===== config.mk =====
export PLATFORM = sky130hd
export DESIGN_NAME = refsel_top
export DESIGN_NICKNAME = d
export VERILOG_FILES = /design/src/rtl/refsel_pkg.sv /design/src/rtl/refsel_cfg.sv /design/src/rtl/refsel_pick.sv /design/src/rtl/refsel_path.sv /design/src/rtl/refsel_top.sv
export SDC_FILE = /design/constraint.sdc
export NUM_CORES = 1
export LEC_CHECK = 0
export ABC_AREA = 1
export BUFFER_PORTS_ARGS = -buffer_cell sky130_fd_sc_hd__buf_2
export CAP_MARGIN = 20
export CELL_PAD_IN_SITES_DETAIL_PLACEMENT = 1
export CELL_PAD_IN_SITES_GLOBAL_PLACEMENT = 2
export CORE_MARGIN = 3
export CORE_UTILIZATION = 33
export DETAILED_ROUTE_END_ITERATION = 10
export PLACE_DENSITY_LB_ADDON = 0.1
export SETUP_SLACK_MARGIN = 0.02
export SLEW_MARGIN = 20
export SYNTH_ARGS = -nofsm -noshare
export SYNTH_HDL_FRONTEND = slang
export SYNTH_SLANG_ARGS = --single-unit

===== constraint.sdc =====
create_clock -name clk -period 8.9 [get_ports clk]
set_clock_uncertainty 0.1 [all_clocks]
set_input_delay 1.335 -clock clk [delete_from_list [all_inputs] [get_ports clk]]
set_output_delay 1.335 -clock clk [all_outputs]
set_load 0.005 [all_outputs]

===== src/rtl/refsel_pkg.sv =====
package refsel_pkg;
  localparam int unsigned NUM_IN  = 5;
  localparam int unsigned PRIO_W  = 4;
  localparam int unsigned FIELD_W = 4;
  localparam int unsigned ADDR_W  = 3;
  localparam int unsigned DATA_W  = 8;
  localparam int unsigned NUM_PATH = 2;

  typedef enum logic {
    PATH_MAIN = 1'b0,
    PATH_AUX  = 1'b1
  } path_e;
endpackage


===== src/rtl/refsel_cfg.sv =====
module refsel_cfg #(
  parameter int unsigned N  = refsel_pkg::NUM_IN,
  parameter int unsigned PW = refsel_pkg::PRIO_W,
  parameter int unsigned FW = refsel_pkg::FIELD_W,
  parameter int unsigned AW = refsel_pkg::ADDR_W,
  parameter int unsigned DW = refsel_pkg::DATA_W,
  parameter int unsigned NP = refsel_pkg::NUM_PATH
) (
  input  logic                clk,
  input  logic                rst_n,
  input  logic                we,
  input  logic [AW-1:0]       addr,
  input  logic [DW-1:0]       wdata,
  output logic [NP*FW-1:0]    mode_q,
  output logic [NP*N*PW-1:0]  prio_q
);
  localparam int unsigned PRIO_BASE = 2;

  refsel_pkg::path_e target_q;

  always_ff @(posedge clk) begin
    if (!rst_n)
      target_q <= refsel_pkg::PATH_MAIN;
    else if (we && addr == AW'(0))
      target_q <= refsel_pkg::path_e'(wdata[0]);
  end

  for (genvar p = 0; p < NP; p++) begin : g_path
    logic hit;
    assign hit = we && (int'(target_q) == p);

    always_ff @(posedge clk) begin
      if (!rst_n)
        mode_q[p*FW +: FW] <= '0;
      else if (hit && addr == AW'(1))
        mode_q[p*FW +: FW] <= wdata[FW-1:0];
    end

    for (genvar k = 0; k < N; k++) begin : g_prio
      always_ff @(posedge clk) begin
        if (!rst_n)
          prio_q[(p*N+k)*PW +: PW] <= PW'(k + 1);
        else if (hit && addr == AW'(PRIO_BASE + k))
          prio_q[(p*N+k)*PW +: PW] <= wdata[PW-1:0];
      end
    end
  end
endmodule


===== src/rtl/refsel_pick.sv =====
module refsel_pick #(
  parameter int unsigned N  = refsel_pkg::NUM_IN,
  parameter int unsigned PW = refsel_pkg::PRIO_W,
  parameter int unsigned IW = $clog2(N + 1)
) (
  input  logic [N-1:0]    valid,
  input  logic [N*PW-1:0] prio,
  output logic            found,
  output logic [IW-1:0]   idx
);
  logic [PW-1:0] best;
  logic [PW-1:0] cur;

  // Strict less-than while scanning upward keeps the lowest index on ties.
  always_comb begin
    found = 1'b0;
    idx   = '0;
    best  = '0;
    cur   = '0;
    for (int i = 0; i < N; i++) begin
      cur = prio[i*PW +: PW];
      if (valid[i] && cur != '0 && (!found || cur < best)) begin
        found = 1'b1;
        best  = cur;
        idx   = IW'(i + 1);
      end
    end
  end
endmodule


===== src/rtl/refsel_path.sv =====
module refsel_path #(
  parameter int unsigned N  = refsel_pkg::NUM_IN,
  parameter int unsigned PW = refsel_pkg::PRIO_W,
  parameter int unsigned FW = refsel_pkg::FIELD_W,
  parameter int unsigned IW = $clog2(N + 1)
) (
  input  logic            clk,
  input  logic            rst_n,
  input  logic [FW-1:0]   mode,
  input  logic [N-1:0]    valid,
  input  logic [N*PW-1:0] prio,
  output logic [IW-1:0]   sel,
  output logic            none,
  output logic            sw
);
  logic          found;
  logic [IW-1:0] win;
  logic          forced;
  logic [IW-1:0] sel_d;

  refsel_pick #(.N(N), .PW(PW), .IW(IW)) u_pick (
    .valid (valid),
    .prio  (prio),
    .found (found),
    .idx   (win)
  );

  assign forced = (mode != '0) && (mode <= FW'(N));

  always_comb begin
    if (forced)     sel_d = IW'(mode);
    else if (found) sel_d = win;
    else            sel_d = sel;
  end

  always_ff @(posedge clk) begin
    if (!rst_n) begin
      sel  <= '0;
      none <= 1'b0;
      sw   <= 1'b0;
    end else begin
      sel  <= sel_d;
      none <= !forced && !found;
      sw   <= (sel_d != sel);
    end
  end
endmodule


===== src/rtl/refsel_top.sv =====
module refsel_top #(
  parameter int unsigned N  = refsel_pkg::NUM_IN,
  parameter int unsigned PW = refsel_pkg::PRIO_W,
  parameter int unsigned FW = refsel_pkg::FIELD_W,
  parameter int unsigned AW = refsel_pkg::ADDR_W,
  parameter int unsigned DW = refsel_pkg::DATA_W,
  localparam int unsigned IW = $clog2(N + 1)
) (
  input  logic          clk,
  input  logic          rst_n,
  input  logic          cfg_we,
  input  logic [AW-1:0] cfg_addr,
  input  logic [DW-1:0] cfg_wdata,
  input  logic [N-1:0]  ref_valid,
  output logic [IW-1:0] main_sel,
  output logic          main_none,
  output logic          main_sw,
  output logic [IW-1:0] aux_sel,
  output logic          aux_none,
  output logic          aux_sw
);
  localparam int unsigned NP = refsel_pkg::NUM_PATH;

  logic [NP*FW-1:0]   mode_q;
  logic [NP*N*PW-1:0] prio_q;
  logic [IW-1:0]      sel_v  [NP];
  logic               none_v [NP];
  logic               sw_v   [NP];
  logic [FW-1:0]      main_mode;
  logic [FW-1:0]      aux_mode;

  refsel_cfg #(.N(N), .PW(PW), .FW(FW), .AW(AW), .DW(DW), .NP(NP)) u_cfg (
    .clk    (clk),
    .rst_n  (rst_n),
    .we     (cfg_we),
    .addr   (cfg_addr),
    .wdata  (cfg_wdata),
    .mode_q (mode_q),
    .prio_q (prio_q)
  );

  for (genvar p = 0; p < NP; p++) begin : g_path
    refsel_path #(.N(N), .PW(PW), .FW(FW), .IW(IW)) u_path (
      .clk   (clk),
      .rst_n (rst_n),
      .mode  (mode_q[p*FW +: FW]),
      .valid (ref_valid),
      .prio  (prio_q[p*N*PW +: N*PW]),
      .sel   (sel_v[p]),
      .none  (none_v[p]),
      .sw    (sw_v[p])
    );
  end

  assign main_mode = mode_q[0 +: FW];
  assign aux_mode  = mode_q[FW +: FW];

  assign main_sel  = sel_v[0];
  assign main_none = none_v[0];
  assign main_sw   = sw_v[0];
  assign aux_sel   = sel_v[1];
  assign aux_none  = none_v[1];
  assign aux_sw    = sw_v[1];
endmodule


# --- Yosys cells after proc, flatten, opt, wreduce, memory -nomap -nowiden ---
# Index checks and enable logic that the tools add are counted.
totals:
  in_bits: 19
  out_inout_bits: 10
  regBits: 59
  wordCells: 140
op_classes:
  n_bitwise: 1
  magnitude_cmp: 10
  reduce_logical: 70
  n_eq_ne: 8
  n_mux: 32
op_table:
  columns: ["op", "n"]
  rows:
  - ["$reduce_bool A4 Y1", 12]
  - ["$logic_and A1 B1 Y1", 37]
  - ["$mux W3", 12]
  - ["$lt A4 B4 Y1", 8]
  - ["$mux W4", 8]
  - ["$logic_not A1 Y1", 12]
  - ["$mux W1", 12]
  - ["$eq A3 B3 Y1 const B", 3]
  - ["$le A4 B3 Y1 const B", 2]
  - ["$logic_or A1 B1 Y1", 8]
  - ["$eq A3 B2 Y1 const B", 2]
  - ["$ne A3 B3 Y1", 2]
  - ["$eq A3 B1 Y1 const B", 1]
  - ["$logic_not A3 Y1", 1]
  - ["$not A1 Y1", 1]

# --- Logic depth before layout (Yosys ltp) ---
# Gate-level depths: netlist (run 1).
depth:
  depth_word: 22
  ltp_mapped: 48

# --- Hierarchy ---
# From an unflattened synthesis (run 1), not the netlist that was laid out.
hier_totals:
  cells_unflattened: 627
  area_unflattened_um2: 4001.3
by_module_without_submodules:
  columns: ["module", "cells_per_inst", "instances", "area_per_inst_um2"]
  rows:
  - ["refsel_cfg", 285, 1, 1985.7]
  - ["refsel_pick at g_path[1].u_path.u_pick", 121, 1, 688.2]
  - ["refsel_pick at g_path[0].u_path.u_pick", 121, 1, 676.9]
  - ["refsel_path", 50, 2, 325.3]

# --- Worst setup path before layout (run 1) ---
# No wires, ideal clock.
synth_path:
  kind: "input -> register"
  start: "in ref_valid[0]"
  end: "reg g_path[0].u_path.sw"
  arrival_time_ps: 4982
  slack_ps: 3692
  stages: 36
  setup_time_ps: 126
  required_ps: 8674
  path_cell_list: "nand2_1 -> inv_2 -> nand2_1 -> ha_1 -> a21oi_1 -> nand2_1 -> nand2_2 -> nand2_4 -> o21ai_0 -> inv_1 -> ha_1 -> a21oi_1 -> nand2_1 -> nand2_2 -> nand2_4 -> o21ai_0 -> ha_1 -> a21oi_1 -> nand2_1 -> nand2_2 -> nand2_4 -> nand2_1 -> o21ai_0 -> ha_1 -> a21oi_1 -> nand2_1 -> nand2_1 -> nand2_2 -> nand2_1 -> nand2_1 -> nand2_1 -> nand2_1 -> nand2_1 -> nand2_1 -> nor2_1 -> nor2_1"
synth_between:
  elab_chain_len: 21
  word_cells_on_any_way: 34
  cone_classes: "order compare: 4; eq/ne: 1; mux: 16; reduce/logical: 13"
synth_rtl:
  columns: ["element", "line", "text"]
  rows:
  - ["start: declaration", "refsel_top.sv:14", "input logic [N-1:0] ref_valid,"]
  - ["$logic_and A1 B1 Y1 (*)", "refsel_pick.sv:22", "if (valid[i] && cur != '0 && (!found || cur < best)) begin"]
  - ["$mux W4 / $mux W1 (equally long branches)", "refsel_pick.sv:22", null]
  - ["$lt A4 B4 Y1 / $logic_not A1 Y1 (equally long branches)", "refsel_pick.sv:22", null]
  - ["$logic_or A1 B1 Y1", "refsel_pick.sv:22", null]
  - ["$logic_and A1 B1 Y1", "refsel_pick.sv:22", null]
  - ["$mux W4 / $mux W1 (equally long branches)", "refsel_pick.sv:22", null]
  - ["$lt A4 B4 Y1 / $logic_not A1 Y1 (equally long branches)", "refsel_pick.sv:22", null]
  - ["$logic_or A1 B1 Y1", "refsel_pick.sv:22", null]
  - ["[5 not listed]", null, null]
  - ["$mux W4 / $mux W1 (equally long branches)", "refsel_pick.sv:22", null]
  - ["$lt A4 B4 Y1 / $logic_not A1 Y1 (equally long branches)", "refsel_pick.sv:22", null]
  - ["$logic_or A1 B1 Y1", "refsel_pick.sv:22", null]
  - ["$logic_and A1 B1 Y1", "refsel_pick.sv:22", null]
  - ["$mux W3 / $mux W1 (equally long branches)", "refsel_pick.sv:22", null]
  - ["$mux W3 (*)", "refsel_path.sv:32", "else if (found) sel_d = win;"]
  - ["$mux W3 (*)", "refsel_path.sv:31", "if (forced) sel_d = IW'(mode);"]
  - ["$ne A3 B3 Y1 (*)", "refsel_path.sv:44", "sw <= (sel_d != sel);"]
  - ["end signal: assignment", "refsel_path.sv:44", null]
  - ["end: declaration", "refsel_path.sv:14", "output logic sw"]
# Mark *: on every way between the ends. The rest lies on a longest branch, timed or not.
# A chain may end at the register's enable or synchronous reset.

# --- Worst setup path after layout (run 1) ---
layout_path:
  start: "in ref_valid[0]"
  end: "reg g_path[1].u_path.sw"
layout_between:
  elab_chain_len: 21
  word_cells_on_any_way: 34
  cone_classes: "order compare: 4; eq/ne: 1; mux: 16; reduce/logical: 13"
layout_rtl:
  columns: ["element", "line"]
  rows:
  - ["$logic_and A1 B1 Y1 (*)", "refsel_pick.sv:22"]
  - ["$mux W4 / $mux W1 (equally long branches)", "refsel_pick.sv:22"]
  - ["$lt A4 B4 Y1 / $logic_not A1 Y1 (equally long branches)", "refsel_pick.sv:22"]
  - ["$logic_or A1 B1 Y1", "refsel_pick.sv:22"]
  - ["$logic_and A1 B1 Y1", "refsel_pick.sv:22"]
  - ["$mux W4 / $mux W1 (equally long branches)", "refsel_pick.sv:22"]
  - ["$lt A4 B4 Y1 / $logic_not A1 Y1 (equally long branches)", "refsel_pick.sv:22"]
  - ["$logic_or A1 B1 Y1", "refsel_pick.sv:22"]
  - ["[5 not listed]", null]
  - ["$mux W4 / $mux W1 (equally long branches)", "refsel_pick.sv:22"]
  - ["$lt A4 B4 Y1 / $logic_not A1 Y1 (equally long branches)", "refsel_pick.sv:22"]
  - ["$logic_or A1 B1 Y1", "refsel_pick.sv:22"]
  - ["$logic_and A1 B1 Y1", "refsel_pick.sv:22"]
  - ["$mux W3 / $mux W1 (equally long branches)", "refsel_pick.sv:22"]
  - ["$mux W3 (*)", "refsel_path.sv:32"]
  - ["$mux W3 (*)", "refsel_path.sv:31"]
  - ["$ne A3 B3 Y1 (*)", "refsel_path.sv:44"]
  - ["end signal: assignment", "refsel_path.sv:44"]
  - ["end: declaration", "refsel_path.sv:14"]
# Marks and branches as above.

==> results of run 1 <==
area by class of cell:
class | count | area (µm²)
fill | 1392 | 6400
multi-input combinational | 398 | 2070
sequential | 59 | 1180
inverter | 77 | 289
tap | 136 | 170
clock buffer | 9 | 124
timing repair buffer | 24 | 120
clock inverter | 7 | 101
worst reg2reg max path: cells and delay by family, from the launching register on:
family,cells,cell delay [ns]
fa+ha+maj,4,1.19
buf+inv,1,0.14
flops,1,0.42
compound gates,7,1.33
simple gates,24,1.82
where the power goes:
part           switching (µW)  total [µW]  internal, µW  leakage, µW
sequential               8.07         282           274     0.000480
combinational            93.4         146          52.6      0.00145
clock                     123         283           159     0.000106
kinds of logic (layout without fill, tap and decap cells):
logic type | after synthesis | after routing
compound gates | 111 | 111
fa+ha+maj | 24 | 24
buf+inv | 87 | 117
flops | 59 | 59
simple gates | 263 | 263
cell usage after synthesis (all sizes together):
library cell  count  area [µm²]
o41ai             2        17.5
o211ai            7        52.6
nor3              5        25.0
a21oi            37         185
a31oi             2        12.5
ha               24         300
nor4              2        12.5
dlymetal6s2s      1        12.5
nand2           154         666
a22oi             1        7.51
inv              77         289
nand4             3        18.8
or2               4        25.0
o21ai            58         290
nand3b            4        30.0
a41oi             1        8.76
clkbuf            9        33.8
dfxtp            59        1180
nor2             62         233
o31ai             2        15.0
o41a              1        12.5
nand3            29         160
registers in the layout, summed over array words and instances, names as in the netlist:
name                count
u_cfg.prio_q           40
g_path.u_path.none      2
g_path.u_path.sw        2
u_cfg.mode_q            8
u_cfg.target_q          1
g_path.u_path.sel       6
through the flow:
| stage | worst slack [ns] | instance area, µm² |
|---|---|---|
| floorplan | 3.69 | 3590 |
| global placement | 2.86 | 3830 |
| detailed placement | 2.76 | 3830 |
| CTS | 3.13 | 4060 |
| global route | 2.50 | 4060 |
| finish | 3.22 | 4060 |
how the worst max path moves through the flow:
| stage | end | cells past startpoint | from |
|---|---|---|---|
| 2_1_floorplan | g_path[0].u_path.sw | 36 | ref_valid[0] |
| 3_3_place_gp | g_path[1].u_path.sw | 37 | ref_valid[0] |
| 3_5_place_dp | g_path[1].u_path.sw | 35 | ref_valid[0] |
| 4_1_cts | g_path[1].u_path.sw | 35 | ref_valid[0] |
| 5_1_grt | g_path[1].u_path.sw | 37 | ref_valid[0] |
| 6_report | g_path[1].u_path.sw | 35 | ref_valid[0] |
routing by layer:
metal | vias to the layer above | routed length (µm) | global-route usage
met5 | - | 0 | 0
met4 | 0 | 107 | 0.0422
met3 | 8 | 206 | 0.0367
met2 | 27 | 4760 | 0.307
met1 | 1625 | 5170 | 0.233
li1 | 1815 | - | -
==> metrics.md, run 1 <==
| Metric | Value |
|---|---|
| Fraction of layout cells with a size suffix above 1 | 0.124 |
| DRC Markers | 0 |
| Max transition margin | 0.449 |
| GRT Overall Usage | 0.180 |
| I/O pins | 29 |
| Adder-Cell Fraction of Synth Area | 0.0837 |
| Clock buffer depth | 2 |
| Nets | 612 |
| Initial core utilization | 0.343 |
| Setup TNS | 0 ns |
| Syn_nets | 587 |
| Design Power | 711 µW |
| Kind of cell adding the most delay to the critical path | simple AND/OR/NAND/NOR gates |
| # port buffers | 24 |
| CP required | 9.03 ns |
| Largest family of logic cells by synthesized area | simple AND/OR/NAND/NOR gates |
| Initial antenna violation count | 0 |
| Post-synth cell types | 26 |
| Final min period | 5.68 ns |
| CP Data Arrival Time | 5.82 ns |
| Hold path depth | 2 |
| MaxCap Viol Count | 0 |
| Commonest non-fill, non-tap cell in the layout | nand2_1 |
| TritonCTS Buffers | 9 |
| Crit start category | input port |
| Hold path endpoint | u_cfg.target_q |
| Final Cycle Share | 0.639 |
| Number of global-route vias before repair | 3,457 |
| Post-layout util | 0.388 |
| WHS | 0.370 ns |
| Commonest non-fill, non-tap cells in the layout | nand2_1 (133), inv_1 (75), nor2_1 (62) |
| Clk_lat worst skew | 0.35 ns |
| Hold Fails Final Rpt | 0 |
| Depth of the worst register-to-register path | 36 |
| Die area | 12,200 µm² |
| Placeable Area | 10,500 µm² |
| P&R area growth vs syn | 13.1% |
| Worst Tran Pin Value | 0.827 ns |
| Post-DRT Antenna Nets | 0 |
| Drt first-iter violations | 147 |
| Total congestion overflow | 0 |
| Via count | 3,475 |
| Compound-Gate Fraction of Synth Area | 0.168 |
| Final setup vio count | 0 |
| Maximum VDD drop | 65.8 µV |
| Row count | 37 |
| FF-to-FF setup slack | 3.79 ns |
| Seq/Total Area, Yosys | 0.329 |
| HP Start | u_cfg.target_q |
| P_leak | 0.00203 µW |
| Post-Synth Simple-Gate Area | 0.326 |
| Worst min path class | register to register |
| Drt total wl | 10,200 µm |
| CP max FO | 10 |
| Postcts setup bufs | 0 |
| CP endpoint kind | register |
| Cells after Synth | 544 |
| 1st-pass router iterations | 4 |
| Hold_buf cts | 0 |
| Power Dens Cells | 175 nW/µm² |
| Hpwl dp | 7690 µm |
| Post-synthesis area per instance | 6.60 µm² |
| Ys Warns | 0 |
| Multiplexer share of the synthesized area | 0 |
| Wire per inst | 14.4 µm |
| RSZ-0062 raised after global routing | no |
| Die W | 110 µm |
| Post-Place Cells | 694 |
| Die H | 110 µm |
| RR Startpoint | u_cfg.prio_q[20] |
| Status | finished, final reports clean |
| Clock transition at path regs | 0.09 ns |
| Sum of buffers and inverters on the critical path | 2 |
| Max Fclk | 176 MHz |
| Largest net degree at the start of global routing | 50 |
| N_diodes | 0 |
| GPL Wtd Cong | 0.774 |
| Post-synthesis xor/xnor area fraction | 0 |
| Vias per cell | 4.89 |
| Netlist Area Pre-Place | 3590 µm² |
| Fin cells | 710 |
| Clk sinks | 59 |
| Post-CTS sizing | 0 |
| Max stage delay on crit path | 0.31 ns |
| First-pass GRT wire length | 16,600 µm |
| Cell with the most instances on the worst path | nand2_1 |
| CTS tree | done |
| Post-synthesis register bit count | 59 |
| Root Driver | clkbuf_8 |
| CTS HTree Levels | 3 |
| Slew Limit Fails | 0 |
| Slowest CP cell | ha_1 |
| WS Path Type | input port to register |
| FF-to-FF End | g_path[1].u_path.sw |
Power figures use the tool's default switching activity.
==> run 2: changes to the inputs <==
--- a/config.mk
+++ b/config.mk
@@ -11,7 +11,7 @@
 export CELL_PAD_IN_SITES_DETAIL_PLACEMENT = 1
 export CELL_PAD_IN_SITES_GLOBAL_PLACEMENT = 2
 export CORE_MARGIN = 3
-export CORE_UTILIZATION = 33
+export CORE_UTILIZATION = 30
 export DETAILED_ROUTE_END_ITERATION = 10
 export PLACE_DENSITY_LB_ADDON = 0.1
 export SETUP_SLACK_MARGIN = 0.02
==> constraint.sdc (replaced) <==
create_clock -name clk -period 4.8 [get_ports clk]
set_clock_uncertainty 0.1 [all_clocks]
set_input_delay 0.72 -clock clk [delete_from_list [all_inputs] [get_ports clk]]
set_output_delay 0.72 -clock clk [all_outputs]
set_load 0.005 [all_outputs]
==> run 2 against run 1 <==
Clock power rose by 140%. Utilization rose by 2.7 points. Design area is 18% higher. Power is 120% higher. Setup slack worse by 3.1 ns. Global-route usage shrank 1.1 points. First-iteration DRC count shrank 22%. Count of clock-buffer cells in the layout did not move. Die area grew 9.4%.
==> metrics.md, run 2 (synthesized netlist as in run 1, its figures left out) <==
| Metric | Value |
|---|---|
| Status | finished, final reports clean |
| P_leak | 0.00236 µW |
| GRT Overall Usage | 0.169 |
| Worst Tran Pin Value | 0.815 ns |
| Clk sinks | 59 |
| Placeable Area | 11,600 µm² |
| Final instance area | 4800 µm² |
| Top reg by flops | u_cfg.prio_q |
| Max Fclk | 215 MHz |
| CP max FO | 8 |
| Vias per cell | 4.78 |
| Root Driver | clkbuf_16 |
| GPL Wtd Cong | 0.796 |
| 1st-pass router iterations | 4 |
| HP Start | u_cfg.target_q |
| Clock transition at path regs | 0.06 ns |
| Largest net degree at the start of global routing | 50 |
| # fillers | 1,484 |
| TritonCTS Buffers | 9 |
| Largest register FFs | 40 |
| Clk_lat worst skew | 0.33 ns |
| Post-DP Area | 4130 µm² |
| Cell with the most instances on the worst path | nand2_1 |
| CTS tree | done |
| Worst min path class | register to register |
| Row count | 39 |
| Slew Limit Fails | 0 |
| Final setup vio count | 0 |
| Die area | 13,300 µm² |
| Drt total wl | 10,900 µm |
| Fraction of layout cells with a size suffix above 1 | 0.282 |
| Design Power | 1590 µW |
| DRC Markers | 0 |
| CP required | 4.91 ns |
| Commonest non-fill, non-tap cell in the layout | nand2_1 |
| Power Dens Cells | 331 nW/µm² |
| Max stage delay on crit path | 0.32 ns |
| CTS HTree Levels | 3 |
| Total congestion overflow | 0 |
| Number of global-route vias before repair | 3,595 |
| MaxCap Viol Count | 0 |
| Post-DRT Antenna Nets | 0 |
| RSZ-0062 raised after global routing | yes |
| I/O pins | 29 |
| Regs by FF count | u_cfg.prio_q: 40 flops, u_cfg.mode_q: 8 flops, g_path.u_path.sel: 6 flops |
| Die H | 115 µm |
| Initial antenna violation count | 0 |
| Final Cycle Share | 0.970 |
| Max transition margin | 0.457 |
| Drt first-iter violations | 114 |
| Nets | 666 |
| Wire per inst | 14.1 µm |
| Hpwl dp | 8320 µm |
| P&R area growth vs syn | 33.8% |
| Via count | 3,685 |
| CP Data Arrival Time | 4.76 ns |
| CP endpoint kind | register |
| # port buffers | 24 |
| RR Startpoint | u_cfg.prio_q[1] |
| Hold Fails Final Rpt | 0 |
| Final min period | 4.65 ns |
| Maximum VDD drop | 138 µV |
| Clock buffer depth | 2 |
| WS Path Type | input port to register |
| Commonest non-fill, non-tap cells in the layout | nand2_1 (114), inv_1 (74), nor2_1 (61) |
| First-pass GRT wire length | 17,600 µm |
| Slowest CP cell | ha_1 |
| Die W | 115 µm |
| Crit start category | input port |
| N_diodes | 0 |
| CP startpoint | ref_valid[0] |
| Initial core utilization | 0.310 |
==> run 2: path summary, 6_finish.rpt <==
check,end,slack [ns],depth (start not counted)
worst max register to register,g_path[0].u_path.sw,0.16,46
worst min register to register,u_cfg.target_q,0.40,2
worst max-delay path,g_path[0].u_path.sw,0.15,45
worst min-delay path,u_cfg.target_q,0.40,2
==> run 2: repair_timing <==
item,CTS,global route
endpoints found under the setup margin,4,8
hold endpoints to repair,0,0
setup buffers,0,16
hold buffers,0,0
gates cloned,0,0
gates resized for setup,11,65
pin swaps,0,24
==> run 2: worst max-delay path: cells and delay by family <==
family | cells | cell delay [ns]
adders and majority gates | 4 | 1.08
and+or+nand+nor | 33 | 2.32
AOI/OAI and AO/OA | 4 | 0.32
buffers and inverters | 4 | 0.30
==> run 2: final cells by class <==
type | instances | area (µm²) | area share
Multi-Input combinational cell | 398 | 2290 | 0.478
Sequential cell | 59 | 1190 | 0.248
Timing Repair Buffer | 78 | 532 | 0.111
Inverter | 77 | 289 | 0.0602
Clock buffer | 9 | 225 | 0.0469
Tap cell | 143 | 179 | 0.0373
Clock inverter | 7 | 92.6 | 0.0193
==> run 2: power breakdown <==
group          internal [µW]  switching (µW)
clock                    452             235
sequential               510            16.4
combinational            167             207
total                   1130             458
==> run 2: per-stage QoR <==
step | utilization | setup slack [ns] | hold WS, ns | cells | TNS (ns)
CTS | 0.385 | 0.00638 | 0.407 | 756 | 0
global route | 0.415 | -0.301 | 0.433 | 771 | -0.916
global placement | 0.357 | -0.365 | 0.351 | 740 | -1.71
detailed placement | 0.357 | -0.539 | 0.369 | 740 | -2.96
floorplan | - | 0.207 | 0.337 | 544 | 0
finish | 0.415 | 0.146 | 0.405 | 771 | 0
==> run 2: layer usage <==
metal,global-route usage,part of all wire
met3,0.0437,0.028
met1,0.212,0.47
met5,0,0
met4,0.0376,0.0070
met2,0.292,0.49
==> run 3: changes to the inputs <==
==> constraint.sdc (replaced) <==
create_clock -name clk -period 3.85 [get_ports clk]
set_clock_uncertainty 0.1 [all_clocks]
set_input_delay 0.77 -clock clk [delete_from_list [all_inputs] [get_ports clk]]
set_output_delay 0.77 -clock clk [all_outputs]
set_load 0.005 [all_outputs]
==> run 3 against run 2 <==
The run now ends with setup timing left. Critical path depth fell by 1. First-iteration DRC count rose by 27%. Sequential share of layout area fell by 1.9 points. Hold slack got worse by 0.030 ns. Routed wire length rose by 6.9%. Clock power rose by 12%. Global-route usage rose by 1.4 points. Count of clock-buffer cells in the layout rose by 3. Largest cell class unchanged. Critical path type unchanged. Die area did not move. Design area rose by 8.0%. Register-to-register slack got worse by 0.95 ns. Setup slack got worse by 0.94 ns.
==> metrics.md, run 3 (synthesized netlist as in run 1, its figures left out) <==
| Metric | Value |
|---|---|
| Hold Fails Final Rpt | 0 |
| RSZ-0062 raised after global routing | yes |
| Fraction of layout cells with a size suffix above 1 | 0.345 |
| Number of global-route vias before repair | 4,071 |
| Final min period | 4.64 ns |
| Comb pwr share | 0.268 |
| 1st-pass router iterations | 4 |
| Vias per cell | 4.84 |
| Power Dens Cells | 375 nW/µm² |
| CP endpoint kind | register |
| Final instance area | 5180 µm² |
| Commonest non-fill, non-tap cell in the layout | nand2_1 |
| CTS HTree Levels | 3 |
| Fin cells | 799 |
| Die W | 115 µm |
| Int Pwr | 1380 µW |
| Largest register FFs | 40 |
| Top reg by flops | u_cfg.prio_q |
| Total congestion overflow | 0 |
| Die H | 115 µm |
| Final Cycle Share | 1.21 |
| Wire per inst | 14.5 µm |
| Clk_lat worst skew | 0.33 ns |
| CTS tree | done |
| WS Path Type | input port to register |
| MaxCap Viol Count | 0 |
| Post-DRT Antenna Nets | 0 |
| Cell with the most instances on the worst path | nand2_1 |
| Crit start category | input port |
| Largest net degree at the start of global routing | 50 |
| Max transition margin | 0.589 |
| Design Power | 1950 µW |
| Fraction of power consumed by sequential logic | 0.337 |
| Drt first-iter violations | 145 |
| Worst Tran Pin Value | 0.612 ns |
| Root Driver | clkbuf_16 |
| Die area | 13,300 µm² |
| # port buffers | 24 |
| Initial antenna violation count | 0 |
| Maximum VDD drop | 159 µV |
| CP Data Arrival Time | 4.75 ns |
| Post-Place Cells | 756 |
| Initial core utilization | 0.310 |
| Clk sinks | 59 |
| Slowest CP cell | ha_1 |
| Placeable Area | 11,600 µm² |
| Psw | 570 µW |
| Clock buffer depth | 2 |
| First-pass GRT wire length | 19,200 µm |
| CP max FO | 8 |
| Max stage delay on crit path | 0.32 ns |
| DRC Markers | 0 |
| Failing checks | setup timing |
| Hold_buf cts | 0 |
| CP required | 3.95 ns |
| Via count | 3,864 |
| Setup ws final | -0.794 ns |
| Hpwl dp | 8440 µm |
| Slew Limit Fails | 0 |
| Post-DP Area | 4420 µm² |
| # fillers | 1,467 |
| I/O pins | 29 |
| Clock power frac | 0.395 |
| Clock transition at path regs | 0.05 ns |
| N_diodes | 0 |
| Final setup vio count | 8 |
| WHS | 0.375 ns |
| Regs by FF count | u_cfg.prio_q: 40 flops, u_cfg.mode_q: 8 flops, g_path.u_path.sel: 6 flops |
| TritonCTS Buffers | 9 |
| Worst min path class | register to register |
| Commonest non-fill, non-tap cells in the layout | nand2_1 (104), buf_4 (80), inv_1 (70) |
| Nets | 695 |
| Status | finished, violations left |
| GPL Wtd Cong | 0.804 |
| Post-layout util | 0.448 |
| GRT Overall Usage | 0.183 |
| Switch share | 0.293 |
| Drt total wl | 11,600 µm |
| P_leak | 0.00254 µW |
| Max Fclk | 215 MHz |
| P&R area growth vs syn | 44.5% |
| Row count | 39 |
==> run 3: repair_timing <==
| action | 4_1_cts | 5_1_grt |
|---|---|---|
| pin swaps | 18 | 43 |
| endpoints found under the setup margin | 8 | 8 |
| resized for setup | 35 | 34 |
| buffers inserted | 21 | 7 |
==> run 3: metal layers <==
layer | wire length, µm | up-vias | GRT usage | share of wire
met1 | 5390 | 1827 | 0.224 | 0.46
met4 | 320 | 0 | 0.0767 | 0.028
li1 | - | 1980 | - | -
met2 | 5670 | 38 | 0.320 | 0.49
met5 | 0 | - | 0 | 0
met3 | 229 | 19 | 0.0268 | 0.020
==> run 3: layout make-up <==
type / instances / area (µm²) / share of cell area
timing repair buffer: 107 / 769 / 0.148
clock inverter: 3 / 40.0 / 0.00772
sequential: 59 / 1180 / 0.229
multi-input combinational: 398 / 2460 / 0.476
tap: 143 / 179 / 0.0345
clock buffer: 12 / 236 / 0.0456
inverter: 77 / 309 / 0.0596
==> run 3: worst max-delay path: cells and delay by family <==
family | cells | cell delay (ns)
adder cells (fa/ha/maj) | 4 | 1.03
buffers and inverters | 4 | 0.29
AO/OA/AOI/OAI | 4 | 0.43
AND/OR/NAND/NOR | 32 | 2.24
==> run 3: power groups by stage <==
stage	logic (µW)	registers (µW)	clock network, µW
CTS	480	655	787
finish	522	656	768
global route	594	659	814
floorplan	269	665	0
detailed placement	420	667	0
global placement	408	666	0
==> run 3: path summary, 6_finish.rpt <==
path                                       endpoint  depth (start not counted)  slack, ns       startpoint
worst min register to register       u_cfg.target_q                          2       0.37   u_cfg.target_q
worst max register to register  g_path[0].u_path.sw                         45      -0.79  u_cfg.prio_q[1]
worst max-delay path            g_path[0].u_path.sw                         44      -0.79     ref_valid[0]
worst min-delay path                 u_cfg.target_q                          2       0.37   u_cfg.target_q
==> run 3: per-stage QoR <==
step | TNS, ns | worst slack (ns)
floorplan | -3.84 | -0.685
global placement | -8.27 | -1.23
detailed placement | -9.08 | -1.36
CTS | -4.49 | -0.709
global route | -8.48 | -1.32
finish | -4.86 | -0.794
